==> config.mk <==
export PLATFORM = sky130hd
export DESIGN_NAME = serial_irq_ctrl
export DESIGN_NICKNAME = d
export VERILOG_FILES = /design/src/rtl/sirq_pkg.sv /design/src/rtl/sirq_thr_decode.sv /design/src/rtl/sirq_idle_timer.sv /design/src/rtl/sirq_pend_regs.sv /design/src/rtl/serial_irq_ctrl.sv
export SDC_FILE = /design/constraint.sdc
export NUM_CORES = 1
export LEC_CHECK = 0
export ABC_AREA = 1
export BUFFER_PORTS_ARGS = -buffer_cell sky130_fd_sc_hd__buf_4
export CAP_MARGIN = 20
export CORE_ASPECT_RATIO = 0.75
export CORE_MARGIN = 8
export CORE_UTILIZATION = 30
export CTS_CLUSTER_DIAMETER = 200
export DETAILED_ROUTE_END_ITERATION = 8
export MAX_ROUTING_LAYER = met4
export SLEW_MARGIN = 20
export SYNTH_ARGS = -nofsm -noshare
export SYNTH_HDL_FRONTEND = slang
export SYNTH_SLANG_ARGS = --single-unit
==> constraint.sdc <==
create_clock -name clk_i -period 2.27 [get_ports clk_i]
set_input_delay 0.227 -clock clk_i [delete_from_list [all_inputs] [get_ports clk_i]]
set_output_delay 0.227 -clock clk_i [all_outputs]
set_load 0.1 [all_outputs]
==> src/rtl/sirq_pkg.sv <==
package sirq_pkg;

   localparam int unsigned NUM_IRQ = 8;

   localparam int unsigned IDX_TX_THR  = 0;
   localparam int unsigned IDX_RX_THR  = 1;
   localparam int unsigned IDX_TX_OVF  = 2;
   localparam int unsigned IDX_RX_OVF  = 3;
   localparam int unsigned IDX_FRAME   = 4;
   localparam int unsigned IDX_BREAK   = 5;
   localparam int unsigned IDX_IDLE    = 6;
   localparam int unsigned IDX_PARITY  = 7;

   // receive threshold in characters; reserved codes map to the top value
   function automatic int unsigned rx_thr_chars(input logic [2:0] code);
      case (code)
         3'd0:    return 1;
         3'd1:    return 4;
         3'd2:    return 8;
         3'd3:    return 16;
         default: return 30;
      endcase
   endfunction

   function automatic int unsigned tx_thr_chars(input logic [1:0] code);
      case (code)
         2'd0:    return 1;
         2'd1:    return 4;
         2'd2:    return 8;
         default: return 16;
      endcase
   endfunction

endpackage

==> src/rtl/sirq_thr_decode.sv <==
module sirq_thr_decode #(
   parameter int unsigned LVL_W = 6
) (
   input  logic [2:0]       rx_code_i,
   input  logic [1:0]       tx_code_i,
   input  logic [LVL_W-1:0] rx_level_i,
   input  logic [LVL_W-1:0] tx_level_i,
   output logic             rx_cond_o,
   output logic             tx_cond_o
);
   import sirq_pkg::*;

   logic [LVL_W:0] rx_thr, tx_thr;

   always_comb begin
      rx_thr    = (LVL_W+1)'(rx_thr_chars(rx_code_i));
      tx_thr    = (LVL_W+1)'(tx_thr_chars(tx_code_i));
      rx_cond_o = {1'b0, rx_level_i} >= rx_thr;
      tx_cond_o = {1'b0, tx_level_i} <  tx_thr;
   end

endmodule

==> src/rtl/sirq_idle_timer.sv <==
module sirq_idle_timer #(
   parameter int unsigned INC_W = 16,
   parameter int unsigned SUB_W = 4,
   parameter int unsigned VAL_W = 24
) (
   input  logic             clk_i,
   input  logic             rst_ni,
   input  logic [INC_W-1:0] inc_i,
   input  logic             nonempty_i,
   input  logic             restart_i,
   input  logic             en_i,
   input  logic [VAL_W-1:0] limit_i,
   output logic             expired_o
);
   localparam logic [VAL_W-1:0] CNT_MAX = '1;

   logic [INC_W-1:0] acc_q;
   logic [INC_W:0]   acc_sum;
   logic             carry;
   logic             bit_tick;
   logic [VAL_W-1:0] cnt_q;
   logic             hold;

   assign acc_sum = {1'b0, acc_q} + {1'b0, inc_i};
   assign carry   = acc_sum[INC_W];
   assign hold    = restart_i || !nonempty_i;

   always_ff @(posedge clk_i or negedge rst_ni) begin
      if (!rst_ni)   acc_q <= '0;
      else if (hold) acc_q <= '0;
      else           acc_q <= acc_sum[INC_W-1:0];
   end

   generate
      if (SUB_W == 0) begin : g_no_sub
         assign bit_tick = carry;
      end else begin : g_sub
         logic [SUB_W-1:0] sub_q;
         always_ff @(posedge clk_i or negedge rst_ni) begin
            if (!rst_ni)     sub_q <= '0;
            else if (hold)   sub_q <= '0;
            else if (carry)  sub_q <= sub_q + 1'b1;
         end
         assign bit_tick = carry && (sub_q == '1);
      end
   endgenerate

   always_ff @(posedge clk_i or negedge rst_ni) begin
      if (!rst_ni)                            cnt_q <= '0;
      else if (hold)                          cnt_q <= '0;
      else if (bit_tick && cnt_q != CNT_MAX)  cnt_q <= cnt_q + 1'b1;
   end

   assign expired_o = en_i && nonempty_i && (cnt_q >= limit_i);

   assert_empty_holds_R8: assert property (@(posedge clk_i) disable iff (!rst_ni)
      !nonempty_i |=> cnt_q == '0);
   assert_restart_zero_R8: assert property (@(posedge clk_i) disable iff (!rst_ni)
      restart_i |=> cnt_q == '0);

endmodule

==> src/rtl/sirq_pend_regs.sv <==
module sirq_pend_regs #(
   parameter int unsigned N = 8
) (
   input  logic         clk_i,
   input  logic         rst_ni,
   input  logic [N-1:0] hw_set_i,
   input  logic [N-1:0] wdata_i,
   input  logic         clr_we_i,
   input  logic         force_we_i,
   input  logic         mask_we_i,
   output logic [N-1:0] pend_o,
   output logic [N-1:0] mask_o
);
   logic [N-1:0] pend_q, mask_q;

   generate
      for (genvar i = 0; i < N; i++) begin : g_bit
         logic set_b, clr_b;
         assign set_b = hw_set_i[i] || (force_we_i && wdata_i[i]);
         assign clr_b = clr_we_i && wdata_i[i];
         always_ff @(posedge clk_i or negedge rst_ni) begin
            if (!rst_ni)    pend_q[i] <= 1'b0;
            else if (set_b) pend_q[i] <= 1'b1;
            else if (clr_b) pend_q[i] <= 1'b0;
         end
      end
   endgenerate

   always_ff @(posedge clk_i or negedge rst_ni) begin
      if (!rst_ni)        mask_q <= '0;
      else if (mask_we_i) mask_q <= wdata_i;
   end

   assign pend_o = pend_q;
   assign mask_o = mask_q;

   assert_clear_works_R2: assert property (@(posedge clk_i) disable iff (!rst_ni)
      (clr_we_i && !force_we_i && ((wdata_i & hw_set_i) == '0))
      |=> ((pend_q & $past(wdata_i)) == '0));
   assert_force_sets_R2: assert property (@(posedge clk_i) disable iff (!rst_ni)
      force_we_i |=> ((pend_q & $past(wdata_i)) == $past(wdata_i)));

endmodule

==> src/rtl/serial_irq_ctrl.sv <==
module serial_irq_ctrl #(
   parameter int unsigned FIFO_DEPTH = 32,
   parameter int unsigned INC_W      = 16,
   parameter int unsigned SUB_W      = 4,
   parameter int unsigned VAL_W      = 24,
   parameter int unsigned LVL_W      = $clog2(FIFO_DEPTH + 1)
) (
   input  logic             clk_i,
   input  logic             rst_ni,
   input  logic [LVL_W-1:0] tx_level_i,
   input  logic [LVL_W-1:0] rx_level_i,
   input  logic             tx_ovf_i,
   input  logic             rx_ovf_i,
   input  logic             line_break_i,
   input  logic             rx_push_i,
   input  logic             rx_pop_i,
   input  logic [2:0]       rx_thr_code_i,
   input  logic [1:0]       tx_thr_code_i,
   input  logic [INC_W-1:0] rate_inc_i,
   input  logic [VAL_W-1:0] idle_limit_i,
   input  logic             idle_en_i,
   input  logic [7:0]       wr_data_i,
   input  logic             pend_clr_we_i,
   input  logic             force_we_i,
   input  logic             mask_we_i,
   output logic [7:0]       pending_o,
   output logic [7:0]       mask_o,
   output logic [7:0]       irq_o
);
   import sirq_pkg::*;

   generate
      if (FIFO_DEPTH < 30) begin : g_bad_depth
         $error("FIFO_DEPTH must hold the largest receive threshold");
      end
      if (INC_W < 2) begin : g_bad_inc
         $error("INC_W too small");
      end
   endgenerate

   logic rx_cond, tx_cond, idle_cond;
   logic rx_prev_q, tx_prev_q, brk_prev_q, idle_prev_q;
   logic [NUM_IRQ-1:0] hw_set;

   sirq_thr_decode #(.LVL_W(LVL_W)) u_thr (
      .rx_code_i  (rx_thr_code_i),
      .tx_code_i  (tx_thr_code_i),
      .rx_level_i (rx_level_i),
      .tx_level_i (tx_level_i),
      .rx_cond_o  (rx_cond),
      .tx_cond_o  (tx_cond)
   );

   sirq_idle_timer #(.INC_W(INC_W), .SUB_W(SUB_W), .VAL_W(VAL_W)) u_idle (
      .clk_i      (clk_i),
      .rst_ni     (rst_ni),
      .inc_i      (rate_inc_i),
      .nonempty_i (rx_level_i != '0),
      .restart_i  (rx_push_i || rx_pop_i),
      .en_i       (idle_en_i),
      .limit_i    (idle_limit_i),
      .expired_o  (idle_cond)
   );

   always_ff @(posedge clk_i or negedge rst_ni) begin
      if (!rst_ni) begin
         rx_prev_q   <= 1'b0;
         tx_prev_q   <= 1'b0;
         brk_prev_q  <= 1'b0;
         idle_prev_q <= 1'b0;
      end else begin
         rx_prev_q   <= rx_cond;
         tx_prev_q   <= tx_cond;
         brk_prev_q  <= line_break_i;
         idle_prev_q <= idle_cond;
      end
   end

   always_comb begin
      hw_set             = '0;
      hw_set[IDX_TX_THR] = tx_cond && !tx_prev_q;
      hw_set[IDX_RX_THR] = rx_cond && !rx_prev_q;
      hw_set[IDX_TX_OVF] = tx_ovf_i;
      hw_set[IDX_RX_OVF] = rx_ovf_i;
      hw_set[IDX_BREAK]  = line_break_i && !brk_prev_q;
      hw_set[IDX_IDLE]   = idle_cond && !idle_prev_q;
   end

   sirq_pend_regs #(.N(NUM_IRQ)) u_regs (
      .clk_i      (clk_i),
      .rst_ni     (rst_ni),
      .hw_set_i   (hw_set),
      .wdata_i    (wr_data_i),
      .clr_we_i   (pend_clr_we_i),
      .force_we_i (force_we_i),
      .mask_we_i  (mask_we_i),
      .pend_o     (pending_o),
      .mask_o     (mask_o)
   );

   assign irq_o = pending_o & mask_o;

   assert_frame_sw_only_R9: assert property (@(posedge clk_i) disable iff (!rst_ni)
      $rose(pending_o[IDX_FRAME]) |-> $past(force_we_i && wr_data_i[IDX_FRAME]));
   assert_parity_sw_only_R9: assert property (@(posedge clk_i) disable iff (!rst_ni)
      $rose(pending_o[IDX_PARITY]) |-> $past(force_we_i && wr_data_i[IDX_PARITY]));
   assert_idle_off_R8: assert property (@(posedge clk_i) disable iff (!rst_ni)
      (!idle_en_i && !(force_we_i && wr_data_i[IDX_IDLE])) |=> !$rose(pending_o[IDX_IDLE]));

endmodule

# ---- Word level (Yosys, flattened, before mapping)
# Cells that the tools add are included.
dict set report word_totals {
  word_cells 103
  output_inout_bits 24
  input_bits 76
  register_bits 64
}
dict set report op_classes {
  n_addsub 3
  bitwise 1
  n_reduce_logical 50
  muxes 23
  eq_ne 7
  magnitude_cmp 3
}
# operator n
set ops {}
lappend ops {{$mux W24} 2}
lappend ops {{$add A24 B1 Y24 const B} 1}
lappend ops {{$ge A24 B24 Y1} 1}
lappend ops {{$logic_and A1 B1 Y1} 24}
lappend ops {{$ne A24 B24 Y1 const B} 1}
lappend ops {{$pmux W5 S4} 1}
lappend ops {{$reduce_bool A2 Y1} 10}
lappend ops {{$add A16 B16 Y17} 1}
lappend ops {{$mux W1} 16}
lappend ops {{$mux W16} 1}
lappend ops {{$pmux W5 S3} 1}
lappend ops {{$and A8 B8 Y8} 1}
lappend ops {{$logic_or A1 B1 Y1} 8}
lappend ops {{$mux W4} 2}
lappend ops {{$eq A3 B2 Y1 const B} 2}
lappend ops {{$ge A6 B5 Y1} 1}
lappend ops {{$lt A6 B5 Y1} 1}
lappend ops {{$reduce_bool A6 Y1} 1}
lappend ops {{$logic_not A1 Y1} 5}
lappend ops {{$add A4 B1 Y4 const B} 1}
lappend ops {{$eq A4 B4 Y1 const B} 1}
lappend ops {{$eq A3 B1 Y1 const B} 1}
lappend ops {{$logic_not A3 Y1} 1}
lappend ops {{$eq A2 B1 Y1 const B} 1}
lappend ops {{2 further kinds} 2}

# ---- Depth between registers and ports, before layout
# Gate-level depths: netlist of the first run.
dict set report depth {
  depth_word 6
  depth_mapped 15
  mapped_depth_nobuf 14
}

# ---- Hierarchy
# Synthesis of the first run repeated with hierarchy kept, for this count alone.
dict set report unflattened {
  hier_cells 743
  hier_area_um2 5112.4
}
# mod area_per_inst_um2 cells_each seq_area_each_um2 instances
set by_module_without_submodules {}
lappend by_module_without_submodules {sirq_idle_timer 3976.3 587 1101.1 1}
lappend by_module_without_submodules {sirq_pend_regs 651.9 75 400.4 1}
lappend by_module_without_submodules {sirq_thr_decode 267.8 47 0.0 1}
lappend by_module_without_submodules {serial_irq_ctrl 216.5 34 100.1 1}

# ---- Worst setup path after synthesis of the first run
# Ideal clock, no wire load.
dict set report synth_timing {
  path_kind {register to register}
  from {register u_idle.acc_q[0]}
  to {register u_idle.cnt_q[6]}
  arrival_ns 1.785
  path_buffers 1
  setup_time_ns 0.118
  t_required_ns 2.152
  stages_incl_launch_ff 15
  setup_slack_ns 0.367
  synth_period_minus_slack_ns 1.903
  cell_sequence {dfrtp_1 > ha_1 > inv_1 > fa_1 > inv_1 > nand3_1 > nand2_1 > nand2_1 > nand2_1 > nand2_1 > nand2_4 > nand2_8 > buf_6 > nand3_1 > nand2_1}
}
dict set report synth_between {
  elab_chain_cells 4
}
# item line_no
set synth_lines {}
lappend synth_lines {{from (decl)} sirq_idle_timer.sv:17} ;# logic [INC_W-1:0] acc_q;
lappend synth_lines {{from (signal assigned)} sirq_idle_timer.sv:31} ;# else acc_q <= acc_sum[INC_W-1:0];
lappend synth_lines {{$add A16 B16 Y17} sirq_idle_timer.sv:24} ;# assign acc_sum = {1'b0, acc_q} + {1'b0, inc_i};
lappend synth_lines {{$logic_and A1 B1 Y1} sirq_idle_timer.sv:44} ;# assign bit_tick = carry && (sub_q == '1);
lappend synth_lines {{$logic_and A1 B1 Y1} sirq_idle_timer.sv:51} ;# else if (bit_tick && cnt_q != CNT_MAX) cnt_q <= cnt_q + 1'b1;
lappend synth_lines {{$reduce_bool A2 Y1 (no source line)} n/a}
lappend synth_lines {{to (signal assigned)} sirq_idle_timer.sv:51}
lappend synth_lines {{to (decl)} sirq_idle_timer.sv:21} ;# logic [VAL_W-1:0] cnt_q;
# No other way between the ends.
# A chain may end at the register's enable or synchronous reset.

# ---- Worst setup path after layout of the first run
dict set report layout_timing {
  from {register u_idle.acc_q[0]}
  to {register u_idle.cnt_q[7]}
}
# Same word-level chain as after synthesis.

==> results of run 1 <==
metrics by stage:
| stage | hold slack (ns) | instances |
|---|---|---|
| finish | -0.0121 | 1020 |
| global route | 0.0683 | 1020 |
| CTS | 0.0315 | 1015 |
| detailed placement | 0.353 | 998 |
| global placement | 0.349 | 998 |
| floorplan | -0.0686 | 697 |
layout make-up:
| cell class | instances | area (µm²) |
|---|---|---|
| multi-input combinational | 532 | 2990 |
| inverter | 93 | 349 |
| fill | 1742 | 9800 |
| tap | 210 | 263 |
| timing repair buffer | 105 | 816 |
| clock inverter | 7 | 72.6 |
| sequential | 64 | 1600 |
| clock buffer | 9 | 225 |
layer usage:
layer / part of all wire, % / wire, µm / global-route usage (%) / vias up
li1: - / - / - / 2449
met5: 0 / 0 / - / -
met1: 52 / 7140 / 19.2 / 2087
met2: 40 / 5540 / 18.4 / 142
met4: 0.87 / 120 / 2.75 / 0
met3: 7.1 / 980 / 4.20 / 13
worst max-delay path by stage:
stage | startpoint | to | slack (ns) | cells after the start
final | u_idle.acc_q[0]$_DFF_PN0_ | u_idle.cnt_q[7]$_DFFE_PN0P_ | 0.16 | 14
after global routing | u_idle.acc_q[0]$_DFF_PN0_ | u_idle.cnt_q[3]$_DFFE_PN0P_ | -0.02 | 14
after CTS | u_idle.acc_q[0]$_DFF_PN0_ | u_idle.cnt_q[4]$_DFFE_PN0P_ | 0.13 | 14
after detailed placement | u_idle.acc_q[0]$_DFF_PN0_ | u_idle.cnt_q[4]$_DFFE_PN0P_ | 0.14 | 14
after global placement | rate_inc_i[0] | u_idle.cnt_q[23]$_DFFE_PN0P_ | 0.18 | 15
after floorplan | u_idle.acc_q[0]$_DFF_PN0_ | u_idle.cnt_q[6]$_DFFE_PN0P_ | 0.37 | 14
cells by family (layout without fill, tap and decap cells):
group	count (synthesis)	in the layout
AND/OR/NAND/NOR	378	382
buffers and inverters	105	214
adder cells (fa/ha/maj)	51	51
multiplexers	5	5
flip-flops	64	64
XOR/XNOR	22	22
AO/OA/AOI/OAI	72	72
worst register-to-register path, stage by stage, from the launching register on:
cell and delay (ns):
dfrtp_1 0.33, ha_2 0.18, inv_1 0.05, fa_1 0.37
inv_2 0.07, nand3_1 0.09, nand2_2 0.11, nand2_1 0.08
nand2_2 0.11, nand2_2 0.07, nand2_4 0.19, nand2_8 0.14
nand2_8 0.15, nand2_1 0.06, nand2_1 0.05
layout by cell type, fill, tap and decap left out, drive strengths merged, types with 4 or more instances in the layout:
cell type / n
nand2: 207
nor2: 104
buf: 103
inv: 93
dfrtp: 64
ha: 50
nand3: 49
a21oi: 41
o21ai: 18
nand4: 13
xor2: 12
xnor2: 10
clkbuf: 10
nor3: 6
mux2: 5
a21o: 4
clkinv: 4
cell usage after synthesis (5+ instances only):
| cell | count |
|---|---|
| nand2_2 | 12 |
| buf_2 | 5 |
| a21oi_1 | 40 |
| nand3_1 | 49 |
| xor2_1 | 12 |
| nand4_1 | 13 |
| xnor2_1 | 10 |
| ha_1 | 50 |
| inv_1 | 89 |
| mux2_2 | 5 |
| nor2_1 | 98 |
| o21ai_0 | 17 |
| nor3_1 | 6 |
| nand2_1 | 188 |
| nor2_2 | 5 |
| dfrtp_1 | 64 |
report_power, final:
group / leakage [nW] / switching [mW] / internal [mW]
Clock: 0.141 / 0.551 / 0.849
Combinational: 2.37 / 0.695 / 0.307
Sequential: 0.832 / 0.0314 / 1.20
Total: 3.35 / 1.28 / 2.35
flip-flops by register name (all words and copies together) (netlist names):
name / count
u_idle.g_sub.sub_q: 4
u_idle.cnt_q: 24
u_idle.acc_q: 16
idle_prev_q: 1
brk_prev_q: 1
u_regs.pend_o: 8
u_regs.mask_o: 8
tx_prev_q: 1
rx_prev_q: 1
what timing repair did:
action	4_1_cts	5_1_grt
setup endpoints to repair	0	24
gates resized for setup	0	9
hold endpoints to repair	1	0
hold buffers	1	0
==> impl_metrics.yaml, run 1 <==
grt:
  antenna_found_initial: 0
  grt_pass1_vias: 4462
  grt_pass1_wl_um: 22400
  overflow: 0
  grt_max_degree: 65
  grtUsageTotal_pct: 13.5
routing:
  avgRoutedWirePerCell_um: 13.5
  dr.first_iter.drc_count: 283
  antenna_left: 0
  totalWireLength_um: 13800
  drt_pass1_iterations: 5
  remaining_drc_errors: 0
  viasPerCell: 4.60
  vias: 4691
logic_synthesis:
  ys_seq_area_share_pct: 32.3
  synth.mux.area_fraction_pct: 1.14
  synthDistinctLibCells: 37
  synth.avg_cell_area_um2: 7.11
  yosys.area.top_type: "dfrtp_1"
  postSynth.asyncResetShare_pct: 100
  synth_top_area_share_pct: 32.3
  netlist_area_um2: 4960
  synthesis.nets: 824
  synth_ff_type: "dfrtp_1"
  synth_compound_gate_area_share_pct: 8.18
  synthXorXnorAreaFrac_pct: 3.89
  synthAdderAreaFrac_pct: 13.0
  synthTopCellsByArea: "dfrtp_1 32%, nand2_1 14%, ha_1 13%, nor2_1 7.4%, inv_1 6.7%"
  synth_edf_count: 0
  synthSimpleGateAreaFrac_pct: 32.7
  syn-instance-count: 697
  yosys_warnings: 0
  synth_top_family_by_area: "simple AND/OR/NAND/NOR gates"
  ys_ff_latch: 64
sta:
  holdWs_ns: -0.0121
  slew_headroom_pct: 43.4
  final.setup.worst_slack_ns: 0.160
  fin_tns_setup_ns: 0
  hold_violations: 8
  tightest_slew_ns: 0.848
  fin_skew_ns: 0.00598
  fin_crit_sh_pct: 92.9
  fin_crit_ns: 2.11
  setup_violations: 0
  max_freq_ghz: 0.474
  slew_violations: 0
worst_setup_path:
  reg2regPathDepth: 14
  required_ns: 2.55
  r2r-end: "u_idle.cnt_q[7]$_DFFE_PN0P_"
  cp-start-kind: "register"
  worstPathMaxFanout: 8
  cp.arrival_ns: 2.39
  worstSetupPathType: "reg -> reg"
  crit_family: "simple AND/OR/NAND/NOR gates"
  rr_startpoint: "u_idle.acc_q[0]$_DFF_PN0_"
  crit_path_end_kind: "register"
  critPathMaxStageDelay_ns: 0.37
  crit_chain: "ha_2 -> inv_1 -> fa_1 -> inv_2 -> nand3_1 -> nand2_2 -> nand2_1 -> nand2_2 -> nand2_2 -> nand2_4 -> nand2_8 -> nand2_8 -> nand2_1 -> nand2_1"
  critPathBufInv: 2
  crit_slowest_cell: "fa_1"
  r2r_setup_slack_ns: 0.16
finish:
  final_area_um2: 6320
  drive_gt1_share_pct: 19.9
  final_core_util_pct: 39.2
  final_nets: 932
  antenna_cells: 0
  syn_to_final_growth_pct: 27.5
floorplanning:
  die-height_um: 127
  initial_utilization_pct: 30.8
  die_area_um2: 20900
  rows: 40
  core_area_um2: 16100
  ios: 100
  die_width_um: 164
place:
  portBuffers: 99
  dp_slack_ns: 0.143
  postPlaceCellArea_um2: 5910
  place.gp.congestion: 0.860
  dp_hpwl_um: 10300
outcome:
  outcome: "finished, violations left"
  violations: "negative hold slack"
power:
  p_leak_nw: 3.35
  power_density_nw_per_um2: 574
  max-vdd-ir-drop_mv: 0.299
  totalPowerFinal_mw: 3.63
clock_tree:
  post_cts_buffers: 0
  numClockSinks: 64
  cts_made_buffers: 9
  cts-root-buf: "clkbuf_16"
  cts_tree: "yes"
  insertion_delay_ns: 0.34
  htreeDepth: 3
  cts_max_path_buffers: 2
  cts.clk_slew.worst_paths_ns: 0.06
run:
  maxCapViolCount: 0
hold_path:
  hold_class: "in -> async"
Note: power is estimated with default switching activity, not from simulation.
==> inputs of run 2 (changes only) <==
Settings changed: CORE_UTILIZATION 30 to 55, PLACE_DENSITY set to 0.8.
==> run 2 against run 1 <==
  * The flow still finishes with violations (negative hold slack)
  * Cell area down 1.5%
  * First-iteration DRC count up 87%
  * Register-to-register slack about the same
  * Utilization up 31 points
  * Routed wire length down 1.9%
  * Clock power up 15%
  * Cell count down 9.8%
  * Non-clock buffer count down 2
  * Sequential cell count unchanged
  * Total power up 5.9%
  * Worst setup slack worse by 0.0017 ns
  * Critical path depth unchanged
==> impl_metrics.yaml, run 2 (synthesis results as in run 1) <==
outcome:
  outcome: "finished, violations left"
  violations: "negative hold slack"
floorplanning:
  die_width_um: 126
  initial_utilization_pct: 55.7
  rows: 30
  die_area_um2: 12300
  die-height_um: 98.2
  core_area_um2: 8900
  ios: 100
finish:
  antenna_cells: 0
  drive_gt1_share_pct: 19.4
  syn_to_final_growth_pct: 25.5
  fill_cells: 733
  final_nets: 930
  reg_top3: "u_idle.cnt_q: 24 flops, u_idle.acc_q: 16 flops"
  mostFrequentLayoutCell: "nand2_1"
  multiInputGateArea_um2: 2990
  top_register: "u_idle.cnt_q"
  largest_reg_flops: 24
  register_area_um2: 1600
  final_cell_count_no_fill: 920
  mostFrequentLayoutCells: "186 x nand2_1, 101 x buf_4, 98 x nor2_1"
sta:
  slew_headroom_pct: 44.4
  holdWs_ns: -0.00497
  fin_crit_ns: 2.11
  hold_violations: 4
  slew_violations: 0
  fin_crit_sh_pct: 93.0
  tightest_slew_ns: 0.834
  max_freq_ghz: 0.474
  setup_violations: 0
  fin_skew_ns: 0.00811
  fin_tns_setup_ns: 0
  final.setup.worst_slack_ns: 0.159
hold_path:
  hold_class: "in -> async"
routing:
  viasPerCell: 5.44
  antenna_left: 0
  dr.first_iter.drc_count: 528
  drt_pass1_iterations: 5
  avgRoutedWirePerCell_um: 14.7
  totalWireLength_um: 13500
  remaining_drc_errors: 0
  vias: 5001
worst_setup_path:
  crit_path_end_kind: "register"
  rr_startpoint: "u_idle.acc_q[0]$_DFF_PN0_"
  worstPathMaxFanout: 8
  worstSetupPathType: "reg -> reg"
  cp-start-kind: "register"
  crit_path_start: "u_idle.acc_q[0]$_DFF_PN0_"
  required_ns: 2.53
  cp.arrival_ns: 2.37
place:
  post-place-cells: 899
  portBuffers: 99
  dp_hpwl_um: 9920
  place.gp.congestion: 0.918
  dp_slack_ns: 0.130
grt:
  grt_pass1_wl_um: 21800
  grt_pass1_vias: 4806
  grtUsageTotal_pct: 21.6
  antenna_found_initial: 0
  grt_max_degree: 65
  overflow: 0
clock_tree:
  cts.clk_slew.worst_paths_ns: 0.05
  cts_max_path_buffers: 2
  cts_made_buffers: 9
  numClockSinks: 64
  cts-root-buf: "clkbuf_16"
  htreeDepth: 3
  post_cts_buffers: 0
  cts_tree: "yes"
  hold_buffers: 0
  insertion_delay_ns: 0.33
power:
  power_density_nw_per_um2: 618
  p_leak_nw: 3.37
  max-vdd-ir-drop_mv: 0.478
  totalPowerFinal_mw: 3.84
run:
  maxCapViolCount: 0
## run 2: area by class of cell
cell class / instances / share of cell area [%]
Multi-Input combinational cell: 532 / 48.0
Sequential cell: 64 / 25.7
Inverter: 93 / 5.61
Clock buffer: 9 / 3.62
Timing Repair Buffer: 103 / 12.8
Clock inverter: 7 / 1.93
Tap cell: 112 / 2.25
## run 2: path summary, 6_finish.rpt
path | endpoint | slack [ns] | cells past startpoint
worst max-delay path | u_idle.cnt_q[13]$_DFFE_PN0P_ | 0.16 | 14
worst min register to register | u_regs.pend_o[0]$_DFFE_PN0P_ | 0.43 | 1
worst max register to register | u_idle.cnt_q[13]$_DFFE_PN0P_ | 0.16 | 14
worst min-delay path | u_idle.acc_q[0]$_DFF_PN0_ | -0.005 | 1
min in group clk_i | brk_prev_q$_DFF_PN0_ | 0.01 | 1
max in group asynchronous | u_regs.mask_o[7]$_DFFE_PN0P_ | 1.72 | 1
## run 2: per-stage QoR
stage	cell area [µm²]	utilization, %
2_1_floorplan	4960	-
3_3_place_gp	5780	64.9
3_5_place_dp	5780	64.9
4_1_cts	6120	68.8
5_1_grt	6220	69.9
6_report	6220	69.9
## run 2: what timing repair did
action	in CTS	in global routing
gates resized for setup	0	6
hold endpoints to repair	0	0
endpoints found under the setup margin	0	21
## run 2: per-layer routing
layer / track usage [%] / share of wire [%] / up-vias
li1: - / - / 2456
met1: 27.2 / 44 / 2272
met2: 34.8 / 46 / 243
met3: 5.33 / 9.1 / 30
met4: 3.64 / 1.4 / 0
met5: - / 0 / -
## run 2: power breakdown
| group | total [mW] | switching [mW] | internal [mW] |
|---|---|---|---|
| registers | 1.23 | 0.0333 | 1.20 |
| logic | 1.01 | 0.701 | 0.305 |
| clock network | 1.61 | 0.534 | 1.07 |
## run 2: worst max-delay path, cell delays in order, from the launching register on
cell and delay [ns]:
dfrtp_1 0.33, ha_1 0.16, inv_1 0.06, fa_1 0.35
inv_1 0.09, nand3_1 0.08, nand2_2 0.10, nand2_1 0.09
nand2_2 0.10, nand2_1 0.09, nand2_4 0.19, nand2_8 0.14
nand2_8 0.16, nand2_2 0.05, nand2_1 0.06
